<file path="src/rtl/serfifo_pkg.sv">
package serfifo_pkg;
  // register offsets
  localparam logic [5:0] OFS_MODE  = 6'h00;
  localparam logic [5:0] OFS_CTRL  = 6'h08;
  localparam logic [5:0] OFS_STAT  = 6'h0C;
  localparam logic [5:0] OFS_RXLVL = 6'h10;
  localparam logic [5:0] OFS_TXLVL = 6'h14;
  localparam logic [5:0] OFS_RXWIN = 6'h18;
  localparam logic [5:0] OFS_TXWIN = 6'h1C;
  localparam logic [5:0] OFS_TRG   = 6'h20;

  // status / enable bit positions
  localparam int B_RXTRG = 0;
  localparam int B_TXTRG = 4;
  localparam int B_XEND  = 8;
  localparam int B_TXEND = 9;
  localparam int B_OVF   = 12;
  localparam int B_UDR   = 13;
  localparam int B_TRGEN = 19;

  // mode bit positions
  localparam int M_WIDE   = 0;
  localparam int M_DUPLEX = 1;
  localparam int M_RUN    = 2;

  localparam logic [31:0] STAT_MASK = 32'h0000_3311;
  localparam logic [31:0] CTRL_MASK = STAT_MASK | 32'h0008_0000;

  typedef struct packed {
    logic txPush;
    logic txFlush;
    logic rxPop;
    logic rxFlush;
    logic wide;
  } fifoStrobes_t;
endpackage

</file>
<file path="src/rtl/serfifo_fifo.sv">
module serfifo_fifo #(
  parameter int DEPTH = 32,
  parameter int WIDTH = 16,
  localparam int CNT_W = $clog2(DEPTH + 1),
  localparam int PTR_W = $clog2(DEPTH)
) (
  input  logic             clk,
  input  logic             rstN,
  input  logic             push,
  input  logic             pop,
  input  logic             flush,
  input  logic [CNT_W-1:0] capWords,
  input  logic [WIDTH-1:0] wrData,
  output logic [WIDTH-1:0] headData,
  output logic [CNT_W-1:0] count
);
  logic [WIDTH-1:0] mem [DEPTH];
  logic [PTR_W-1:0] wrPtr, rdPtr;
  logic pushOk, popOk;

  assign pushOk   = push && !flush && (count < capWords);
  assign popOk    = pop && !flush && (count != '0);
  assign headData = (count != '0) ? mem[rdPtr] : '0;

  always_ff @(posedge clk) begin
    if (pushOk) mem[wrPtr] <= wrData;
  end

  always_ff @(posedge clk or negedge rstN) begin
    if (!rstN) begin
      wrPtr <= '0;
      rdPtr <= '0;
      count <= '0;
    end else if (flush) begin
      wrPtr <= '0;
      rdPtr <= '0;
      count <= '0;
    end else begin
      if (pushOk) wrPtr <= wrPtr + PTR_W'(1);
      if (popOk)  rdPtr <= rdPtr + PTR_W'(1);
      count <= count + CNT_W'(pushOk) - CNT_W'(popOk);
    end
  end

  // occupancy never exceeds storage
  p_cap_bound_r2: assert property (@(posedge clk) disable iff (!rstN)
    count <= CNT_W'(DEPTH));
  // push into a full FIFO leaves the count alone
  p_full_ignore_r2: assert property (@(posedge clk) disable iff (!rstN)
    (push && !pop && !flush && count >= capWords) |=> $stable(count));
  // flush empties
  p_flush_empty_r5: assert property (@(posedge clk) disable iff (!rstN)
    flush |=> (count == '0));
endmodule

</file>
<file path="src/rtl/serfifo_dpath.sv">
module serfifo_dpath import serfifo_pkg::*; #(
  parameter int FIFO_BYTES = 32,
  localparam int CNT_W = $clog2(FIFO_BYTES + 1)
) (
  input  logic             clk,
  input  logic             rstN,
  input  fifoStrobes_t     strobes,
  input  logic [15:0]      wrWord,
  input  logic             engTxReq,
  input  logic             engRxValid,
  input  logic [15:0]      engRxWord,
  output logic [15:0]      engTxWord,
  output logic [15:0]      rxHead,
  output logic [CNT_W-1:0] txLevel,
  output logic [CNT_W-1:0] rxLevel,
  output logic [CNT_W-1:0] rxCount,
  output logic             txEnd,
  output logic             rxFull,
  output logic             txEmpty
);
  logic [CNT_W-1:0] capWords, txCount;
  logic [15:0] txIn, rxIn;

  assign capWords = strobes.wide ? CNT_W'(FIFO_BYTES / 2) : CNT_W'(FIFO_BYTES);
  assign txIn     = strobes.wide ? wrWord : {8'h00, wrWord[7:0]};
  assign rxIn     = strobes.wide ? engRxWord : {8'h00, engRxWord[7:0]};

  serfifo_fifo #(.DEPTH(FIFO_BYTES), .WIDTH(16)) u_txFifo (
    .clk(clk), .rstN(rstN), .push(strobes.txPush), .pop(engTxReq),
    .flush(strobes.txFlush), .capWords(capWords), .wrData(txIn),
    .headData(engTxWord), .count(txCount));

  serfifo_fifo #(.DEPTH(FIFO_BYTES), .WIDTH(16)) u_rxFifo (
    .clk(clk), .rstN(rstN), .push(engRxValid), .pop(strobes.rxPop),
    .flush(strobes.rxFlush), .capWords(capWords), .wrData(rxIn),
    .headData(rxHead), .count(rxCount));

  assign txLevel = strobes.wide ? (txCount << 1) : txCount;
  assign rxLevel = strobes.wide ? (rxCount << 1) : rxCount;
  assign txEmpty = (txCount == '0);
  assign rxFull  = (rxCount >= capWords);
  assign txEnd   = engTxReq && !strobes.txFlush && (txCount == CNT_W'(1));
endmodule

</file>
<file path="src/rtl/serfifo_ctrl.sv">
module serfifo_ctrl import serfifo_pkg::*; #(
  parameter int FIFO_BYTES   = 32,
  parameter int TX_LOW_BYTES = 16,
  localparam int CNT_W    = $clog2(FIFO_BYTES + 1),
  localparam int MAX_CODE = $clog2(FIFO_BYTES)
) (
  input  logic             clk,
  input  logic             rstN,
  input  logic [5:0]       regAddr,
  input  logic             regWr,
  input  logic             regRd,
  input  logic [31:0]      regWrData,
  output logic [31:0]      regRdData,
  input  logic             engTxReq,
  input  logic             engRxValid,
  input  logic             engXferEnd,
  input  logic [CNT_W-1:0] txLevel,
  input  logic [CNT_W-1:0] rxLevel,
  input  logic [CNT_W-1:0] rxCount,
  input  logic [15:0]      rxHead,
  input  logic             txEnd,
  input  logic             rxFull,
  input  logic             txEmpty,
  output fifoStrobes_t     strobes,
  output logic             irq
);
  logic [2:0]  modeReg, trgReg;
  logic [31:0] ctrlReg, statReg, statNext, setEv, clrMask, rdMux;
  logic [CNT_W-1:0] thrWords;

  assign strobes.txPush  = regWr && (regAddr == OFS_TXWIN);
  assign strobes.txFlush = regWr && (regAddr == OFS_TXLVL);
  assign strobes.rxPop   = regRd && (regAddr == OFS_RXWIN);
  assign strobes.rxFlush = regWr && (regAddr == OFS_RXLVL);
  assign strobes.wide    = modeReg[M_WIDE];

  assign thrWords = (int'(trgReg) >= MAX_CODE) ? CNT_W'(FIFO_BYTES)
                                               : (CNT_W'(1) << trgReg);

  always_comb begin
    setEv = '0;
    setEv[B_RXTRG] = rxCount >= thrWords;
    setEv[B_TXTRG] = int'(txLevel) <= TX_LOW_BYTES;
    setEv[B_XEND]  = engXferEnd;
    setEv[B_TXEND] = txEnd;
    setEv[B_OVF]   = engRxValid && rxFull && modeReg[M_DUPLEX];
    setEv[B_UDR]   = engTxReq && txEmpty && modeReg[M_DUPLEX] && modeReg[M_RUN];
    clrMask  = (regWr && regAddr == OFS_STAT) ? regWrData : '0;
    statNext = ((statReg & ~clrMask) | setEv) & STAT_MASK;
    if (!ctrlReg[B_TRGEN]) statNext[B_RXTRG] = 1'b0;
  end

  always_comb begin
    unique case (regAddr)
      OFS_MODE:  rdMux = {29'b0, modeReg};
      OFS_CTRL:  rdMux = ctrlReg;
      OFS_STAT:  rdMux = statReg;
      OFS_RXLVL: rdMux = 32'(rxLevel);
      OFS_TXLVL: rdMux = 32'(txLevel);
      OFS_RXWIN: rdMux = {16'b0, rxHead};
      OFS_TRG:   rdMux = {29'b0, trgReg};
      default:   rdMux = '0;
    endcase
  end

  always_ff @(posedge clk or negedge rstN) begin
    if (!rstN) begin
      modeReg   <= '0;
      trgReg    <= '0;
      ctrlReg   <= '0;
      statReg   <= '0;
      regRdData <= '0;
    end else begin
      statReg   <= statNext;
      regRdData <= regRd ? rdMux : '0;
      if (regWr && regAddr == OFS_MODE) modeReg <= regWrData[2:0];
      if (regWr && regAddr == OFS_TRG)  trgReg  <= regWrData[2:0];
      if (regWr && regAddr == OFS_CTRL) ctrlReg <= regWrData & CTRL_MASK;
    end
  end

  assign irq = |(statReg & ctrlReg & STAT_MASK);

  // trigger status held low while its enable is off
  p_trg_gate_r6: assert property (@(posedge clk) disable iff (!rstN)
    !ctrlReg[B_TRGEN] |=> !statReg[B_RXTRG]);
  // overflow captured in send-and-receive mode
  p_ovf_flag_r9: assert property (@(posedge clk) disable iff (!rstN)
    (engRxValid && rxFull && modeReg[M_DUPLEX]) |=> statReg[B_OVF]);
  // underrun captured while running in send-and-receive mode
  p_udr_flag_r10: assert property (@(posedge clk) disable iff (!rstN)
    (engTxReq && txEmpty && modeReg[M_DUPLEX] && modeReg[M_RUN]) |=> statReg[B_UDR]);
  // write-one clears transfer end when no new event arrives
  p_w1c_clear_r11: assert property (@(posedge clk) disable iff (!rstN)
    (regWr && regAddr == OFS_STAT && regWrData[B_XEND] && !engXferEnd) |=> !statReg[B_XEND]);
  // transfer end pulse is captured
  p_xend_set_r8: assert property (@(posedge clk) disable iff (!rstN)
    engXferEnd |=> statReg[B_XEND]);
endmodule

</file>
<file path="src/rtl/serfifo_trig.sv">
module serfifo_trig import serfifo_pkg::*; #(
  parameter int FIFO_BYTES   = 32,
  parameter int TX_LOW_BYTES = 16,
  localparam int CNT_W = $clog2(FIFO_BYTES + 1)
) (
  input  logic        clk,
  input  logic        rstN,
  input  logic [5:0]  regAddr,
  input  logic        regWr,
  input  logic        regRd,
  input  logic [31:0] regWrData,
  output logic [31:0] regRdData,
  input  logic        engTxReq,
  output logic [15:0] engTxWord,
  input  logic        engRxValid,
  input  logic [15:0] engRxWord,
  input  logic        engXferEnd,
  output logic        irq
);
  fifoStrobes_t strobes;
  logic [15:0] rxHead;
  logic [CNT_W-1:0] txLevel, rxLevel, rxCount;
  logic txEnd, rxFull, txEmpty;

  serfifo_ctrl #(.FIFO_BYTES(FIFO_BYTES), .TX_LOW_BYTES(TX_LOW_BYTES)) u_ctrl (
    .clk(clk), .rstN(rstN), .regAddr(regAddr), .regWr(regWr), .regRd(regRd),
    .regWrData(regWrData), .regRdData(regRdData), .engTxReq(engTxReq),
    .engRxValid(engRxValid), .engXferEnd(engXferEnd), .txLevel(txLevel),
    .rxLevel(rxLevel), .rxCount(rxCount), .rxHead(rxHead), .txEnd(txEnd),
    .rxFull(rxFull), .txEmpty(txEmpty), .strobes(strobes), .irq(irq));

  serfifo_dpath #(.FIFO_BYTES(FIFO_BYTES)) u_dpath (
    .clk(clk), .rstN(rstN), .strobes(strobes), .wrWord(regWrData[15:0]),
    .engTxReq(engTxReq), .engRxValid(engRxValid), .engRxWord(engRxWord),
    .engTxWord(engTxWord), .rxHead(rxHead), .txLevel(txLevel), .rxLevel(rxLevel),
    .rxCount(rxCount), .txEnd(txEnd), .rxFull(rxFull), .txEmpty(txEmpty));
endmodule

</file>
<file path="config.mk">
export PLATFORM = sky130hd
export DESIGN_NAME = serfifo_trig
export DESIGN_NICKNAME = d
export VERILOG_FILES = /design/src/rtl/serfifo_pkg.sv /design/src/rtl/serfifo_fifo.sv /design/src/rtl/serfifo_dpath.sv /design/src/rtl/serfifo_ctrl.sv /design/src/rtl/serfifo_trig.sv
export SDC_FILE = /design/constraint.sdc
export NUM_CORES = 1
export LEC_CHECK = 0
export CELL_PAD_IN_SITES_DETAIL_PLACEMENT = 1
export CELL_PAD_IN_SITES_GLOBAL_PLACEMENT = 2
export CORE_MARGIN = 2
export CORE_UTILIZATION = 29
export CTS_CLUSTER_DIAMETER = 80
export DETAILED_ROUTE_END_ITERATION = 7
export DONT_BUFFER_PORTS = 1
export PLACE_DENSITY_LB_ADDON = 0.05
export SLEW_MARGIN = 20
export SYNTH_ARGS = -nofsm -noshare
export SYNTH_HDL_FRONTEND = slang
export SYNTH_SLANG_ARGS = --single-unit
</file>
<file path="constraint.sdc">
create_clock -name clk -period 4.6 [get_ports clk]
set_clock_uncertainty 0.05 [all_clocks]
set_input_delay 0.69 -clock clk [delete_from_list [all_inputs] [get_ports clk]]
set_output_delay 0.69 -clock clk [all_outputs]
set_load 0.02 [all_outputs]
</file>
==> results of run 1 <==
stage by stage:
step | worst slack [ns] | total power, mW
final | 0.2520 | 27.60
after global routing | 0.02241 | 28.82
after CTS | 0.1436 | 28.18
after detailed placement | 0.9866 | 17.39
after global placement | 0.9982 | 17.33
after floorplan | 1.182 | 15.50
cell usage in the layout (no fill, tap or decap), drive strengths merged, types with 17 or more instances in the layout:
master	netlist	layout
ha	35	35
clkbuf	54	171
nor2	105	105
o21ai	26	26
a22oi	25	25
dfrtp	68	68
buf	68	133
edfxtp	1024	1024
inv	39	46
mux2i	21	21
a21oi	18	18
nand3	21	21
nor2b	17	17
and2	20	20
clkinv	0	44
nand2	56	56
mux4	297	297
synthesized netlist by cell type (all sizes together) (10+ instances only):
library cell / number / area (um2)
xnor2: 10 / 87.58
buf: 68 / 405.4
and2: 20 / 125.1
dfrtp: 68 / 1702
a22oi: 25 / 187.7
nand2: 56 / 210.2
nand3: 21 / 105.1
xor2: 11 / 96.34
inv: 39 / 146.4
ha: 35 / 437.9
clkbuf: 54 / 202.7
mux2i: 21 / 210.2
a22o: 15 / 131.4
a21oi: 18 / 90.09
mux2: 14 / 157.7
o21ai: 26 / 130.1
nor2b: 17 / 108.9
nor2: 105 / 394.1
mux4: 297 / 6689
a221oi: 10 / 87.58
edfxtp: 1024 / 30750
worst min-delay path, stage by stage:
cell	delay (ns)
nand2_1	0.04
nand2_1	0.05
o41ai_1	0.06
cell type report:
cell class | count | area share [%]
inverter | 39 | 0.2868
clock inverter | 69 | 1.495
clock buffer | 171 | 7.128
timing repair buffer | 142 | 2.795
antenna | 4 | 0.01961
multi-input combinational | 799 | 19.93
sequential | 1092 | 63.62
tap | 1930 | 4.731
sequential cells by signal, summed over array words and instances (netlist names):
signal / cells
u_ctrl.modeReg: 3
u_dpath.u_txFifo.mem: 512
u_ctrl.trgReg: 3
u_dpath.u_txFifo.count: 6
u_dpath.u_rxFifo.mem: 512
u_dpath.u_rxFifo.rdPtr: 5
u_dpath.u_rxFifo.count: 6
u_dpath.u_txFifo.rdPtr: 5
u_dpath.u_txFifo.wrPtr: 5
u_ctrl.ctrlReg: 7
u_ctrl.regRdData: 17
u_dpath.u_rxFifo.wrPtr: 5
u_ctrl.statReg: 6
report_power, final:
part / total, mW / switching (mW) / internal [mW]
Clock: 10.5 / 4.13 / 6.38
Sequential: 11.7 / 0.514 / 11.2
Combinational: 5.37 / 2.91 / 2.46
Total: 27.6 / 7.56 / 20.0
cells by family after synthesis:
kind of cell,after synthesis,share of synthesized area (%)
compound gates,131,2.140
xor+xnor,21,0.4262
fa+ha+maj,37,1.108
buf+inv,161,1.748
flops,1092,75.21
mux,332,16.35
other cells,1,0.008691
simple gates,263,3.010
metal layers:
layer | track usage [%] | part of all wire (%) | vias to the layer above
met1 | 19.95 | 41 | 11200
met3 | 2.763 | 3.1 | 141
li1 | - | - | 8745
met5 | 0 | 0.017 | -
met4 | 4.228 | 1.8 | 4
met2 | 30.02 | 54 | 328
final timing paths:
check,slack [ns],endpoint,depth (start not counted)
worst max-delay path,0.25,engTxWord[13],7
worst min-delay path,0.07,u_ctrl.statReg[9]$_DFF_PN0_,3
worst max register to register,1.21,u_dpath.u_rxFifo.count[4]$_DFF_PN0_,15
worst min register to register,0.49,u_ctrl.regRdData[19]$_DFF_PN0_,2
max in group asynchronous,3.69,u_dpath.u_rxFifo.rdPtr[0]$_DFFE_PN0P_,2
min in group asynchronous,0.42,u_ctrl.statReg[8]$_DFF_PN0_,2
==> metrics.md, run 1 <==
| Metric | Value |
|---|---|
| CTS tree | done |
| WL/cell | approximately 29 um |
| Slew HR | 28.22% |
| Hold Path Class | primary input to flip-flop |
| Clk pin slew, worst setup/hold paths | 0.05 ns |
| Worst-path cell chain | inv_1, ha_1, nand2_1, or3_1, buf_4, nand2b_1, o21ai_1 |
| HP Start | regWrData[9] |
| I/O pins | 110 |
| Crit path largest cell delay | 0.90 ns |
| Critical path class | flip-flop to primary output |
| Initial antenna violation count | 10 |
| CP required | 3.86 ns |
| Global route overflow | 0 |
| Final Hold Viols | 0 |
| Via count | 20420 |
| Core ar. | 147700 um2 |
| Worst Path Max Fanout | 20 |
| Avg Inst Size Synth | 21.17 um2 |
| # resized after CTS | 0 |
| Die Wd | 389.7 um |
| Crit path max-delay family | compound AO/OA/AOI/OAI gates |
| Register area | 32470 um2 |
| Crit-path slowest cell | o21ai_1 |
| GRT Total Usage | between 10% and 20% |
| Reg-to-reg critical path startpoint | u_ctrl.modeReg[0]$_DFFE_PN0P_ |
| Hpwl dp | slightly above 70000 um |
| Multi-input gate area | 10170 um2 |
| VDD IR max | 0.2979 mV |
| Worst Path Arrival | between 3 and 4 ns |
| Root Driver | clkbuf_16 |
| Fin cells | 4246 |
| Worst hold margin | 0.07446 ns |
| Sink Count | 1092 |
| Buffers & Inverters on Critical Path | 2 |
| Layout cell share with drive strength beyond 1 | 31.62% |
| Global-route wire length before repair | 174300 um |
| Largest net degree at the start of global routing | 69 |
| Yosys cell types | 58 |
| Period utilization | 94.52% |
| Fmax | 230.0 MHz |
| Inserted Clock Buffers | between 100 and 150 |
| Drt drc | 0 |
| Mapped Cells | roughly 2000 |
| H-tree depth | 4 |
| Area grow syn2layout | 18.29% |
| Post-CTS Setup Bufs | 0 |
| Die Span Y | 389.7 um |
| RSZ-0062 raised after global routing | false |
| Initial Util | between 20 and 30% |
| Post-route setup TNS | 0 ns |
| Status | completed |
| Skew-Pair Late Insertion Delay | 0.75 ns |
| Endpoints failing setup | 0 |
| Number of global-route vias before repair | around 23000 |
| Worst-Margin Slew | between 1 and 1.5 ns |
| Flops & latches, synth | 1092 |
| Cts hold-fix bufs | 26 |
| Netlist Area Pre-Place | 43150 um2 |
| Post-layout min period | 4.348 ns |
| Post-synth ARST share | roughly 6.2% |
| Iter 0 DRT Violations | 1215 |
| Final Net Count | 2305 |
| Number of synthesized flops with an enable pin | approximately 1000 |
| Die area | 151900 um2 |
| Max Cap Viol | 0 |
| GPL Wtd Cong | about 0.7 |
| Post-route ant nets | 0 |
| First-pass iteration count of the detailed router | 5 |
| Synth warn | 0 |
| Max Slew Vio Count | 0 |
| Placed inst area | 46180 um2 |
| Design Area, Final | about 50000 um2 |
| Layout fillers | 14270 |
| Worst setup SP type | flip-flop |
| Placed insts | 3975 |
| Clock Tree Buf Depth | 3 |
| Final Util | ~35% |
| Ys flop type | edfxtp_1 |
| Buffers on Ports | 0 |
| Rows | 141 |
| Vias/cell | 4.809 |
| Sequential cell area fraction in the yosys report | 75.21% |
| WL final | 123000 um |
| Pleak | ~16 nW |
| CP endpoint kind | primary output |
| Pwr Density | 540.8 nW/um2 |
| Worst Setup SP | u_dpath.u_txFifo.count[3]$_DFF_PN0_ |
(Power assumes the default switching activity.)
==> inputs of run 2 (changes only) <==
- PLACE_DENSITY: default -> 0.61
- PLACE_DENSITY_LB_ADDON: 0.05 -> default
- clock period: 4.6 -> 5.35 ns (I/O delays scaled with it)
==> metrics.md, run 2 (same netlist as run 1, synthesis figures left out) <==
| Metric | Value |
|---|---|
| CP endpoint kind | primary output |
| Iter 0 DRT Violations | around 1600 |
| Max Cap Viol | 0 |
| Global-route wire length before repair | 160200 um |
| Critical path class | flip-flop to primary output |
| RSZ-0062 raised after global routing | false |
| Largest net degree at the start of global routing | 70 |
| Inserted Clock Buffers | approximately 110 |
| Layout cell share with drive strength beyond 1 | 28.65% |
| CTS tree | done |
| Register area | 32470 um2 |
| Final Net Count | around 2200 |
| Commonest non-fill, non-tap cell in the layout | edfxtp_1 |
| Area grow syn2layout | 14.66% |
| Post-CTS Setup Bufs | 0 |
| Worst Path Arrival | roughly 3.6 ns |
| Worst Path Max Fanout | 34 |
| Max Slew Vio Count | 0 |
| Initial antenna violation count | 12 |
| Worst-Margin Slew | 1.083 ns |
| Buffers on Ports | 0 |
| # resized after CTS | 0 |
| Core ar. | 147700 um2 |
| Number of global-route vias before repair | between 20000 and 25000 |
| Clock Tree Buf Depth | 3 |
| Status | completed |
| Pre-CTS WS | 1.264 ns |
| Global route overflow | 0 |
| Layout fillers | 14530 |
| Hpwl dp | 67370 um |
| WL final | 110100 um |
| Period utilization | a little over 80% |
| CP most frequent cell | mux4_2 |
| VDD IR max | 0.3042 mV |
| Endpoints failing setup | 0 |
| Slew HR | 27.81% |
| Drt drc | 0 |
| Worst setup SP type | flip-flop |
| Die area | 151900 um2 |
| H-tree depth | 3 |
| Crit path max-delay family | multiplexers |
| Die Wd | 389.7 um |
| Buffers & Inverters on Critical Path | 1 |
| Hold Path Class | primary input to flip-flop |
| Pwr Density | 443.3 nW/um2 |
| Fmax | 226.4 MHz |
| Clk pin slew, worst setup/hold paths | around 0.06 ns |
| Commonest cells after routing, fill and taps aside | 1024 x edfxtp_1, 297 x mux4_2, 114 x clkbuf_16 |
| Initial Util | 29.22% |
| Skew-Pair Late Insertion Delay | 0.72 ns |
| Final Hold Viols | 0 |
| Crit path largest cell delay | between 0.8 and 0.9 ns |
| Rows | 141 |
| Die Span Y | 389.7 um |
| Multi-input gate area | between 10000 and 15000 um2 |
| I/O pins | 110 |
| Via count | slightly above 20000 |
| Worst Setup Slack, final | about 0.93 ns |
| Cts hold-fix bufs | 2 |
| Final Util | 33.51% |
| Top flop regs | u_dpath.u_rxFifo.mem x512, u_dpath.u_txFifo.mem x512, u_ctrl.regRdData x17 |
| Vias/cell | 4.879 |
| Post-route ant nets | 0 |
| Root Driver | clkbuf_16 |
| CP required | 4.50 ns |
| Worst-path cell chain | buf_4, mux4_2, mux4_2, nand3_1, o21ai_1 |
| Post-layout min period | 4.417 ns |
| GRT Total Usage | 14.58% |
| Sink Count | 1092 |
| GPL Wtd Cong | 0.7901 |
| Crit-path slowest cell | dfrtp_4 |
| Post-route setup TNS | 0 ns |
| Pleak | 15.59 nW |
| First-pass iteration count of the detailed router | 7 |
| WL/cell | 26.44 um |
-- run 2: cell types whose count changed in the layout (fill, tap and decap cells not counted), moves of 5 or more --
| cell | previous run | this run |
|---|---|---|
| bufinv_16 | 14 | 7 |
| nor2_2 | 64 | 49 |
| clkbuf_1 | 28 | 21 |
| nor2_1 | 41 | 56 |
| clkbuf_16 | 139 | 114 |
| buf_4 | 105 | 89 |
| inv_6 | 6 | 1 |
| buf_12 | 25 | 4 |
| clkinv_1 | 20 | 33 |
| dlygate4sd3_1 | 9 | 1 |
-- run 2: metal layers --
layer	wire length [um]	track usage (%)	vias up
met5	40	0	-
met4	2450	3.665	6
met3	7804	4.133	152
met2	53320	23.95	517
met1	46500	19.03	11060
li1	-	-	8582
-- run 2: path summary, 6_finish.rpt --
kind | startpoint | to | slack [ns] | cells past startpoint
max | u_dpath.u_txFifo.rdPtr[0]$_DFFE_PN0P_ | engTxWord[14] | 0.93 | 5
max in group asynchronous | rstN | u_dpath.u_rxFifo.rdPtr[0]$_DFFE_PN0P_ | 4.25 | 2
min | regWrData[5] | u_dpath.u_txFifo.mem[9][5]$_DFFE_PP_ | 0.12 | 0
min reg2reg | u_dpath.u_rxFifo.rdPtr[2]$_DFFE_PN0P_ | u_dpath.u_rxFifo.rdPtr[2]$_DFFE_PN0P_ | 0.44 | 1
min in group asynchronous | rstN | u_ctrl.regRdData[19]$_DFF_PN0_ | 0.53 | 2
max reg2reg | u_ctrl.modeReg[0]$_DFFE_PN0P_ | u_dpath.u_rxFifo.count[4]$_DFF_PN0_ | 1.42 | 14
-- run 2: final cells by class --
type,count,area share (%)
Clock buffer,135,5.925
Inverter,39,0.2959
Clock inverter,70,1.168
Tap cell,1930,4.881
Antenna cell,4,0.02023
Timing Repair Buffer,95,1.588
Sequential cell,1092,65.63
Multi-Input combinational cell,799,20.49
-- run 2: where the power goes --
part | internal, mW | leakage [nW] | switching [mW]
clock | 4.23 | 1.72 | 3.28
sequential | 9.63 | 10.2 | 0.413
combinational | 2.04 | 3.67 | 2.33
total | 15.9 | 15.6 | 6.02
-- run 2: stage by stage --
step	std cells	power [mW]	cell area [um2]	hold WS, ns
6_report	4164	21.93	49480	0.1168
5_1_grt	4162	22.85	49470	0.06839
4_1_cts	4160	22.27	49450	0.05421
3_5_place_dp	3953	14.69	45900	0.4382
3_3_place_gp	3953	14.60	45900	0.4223
2_1_floorplan	2052	13.33	43200	0.4129
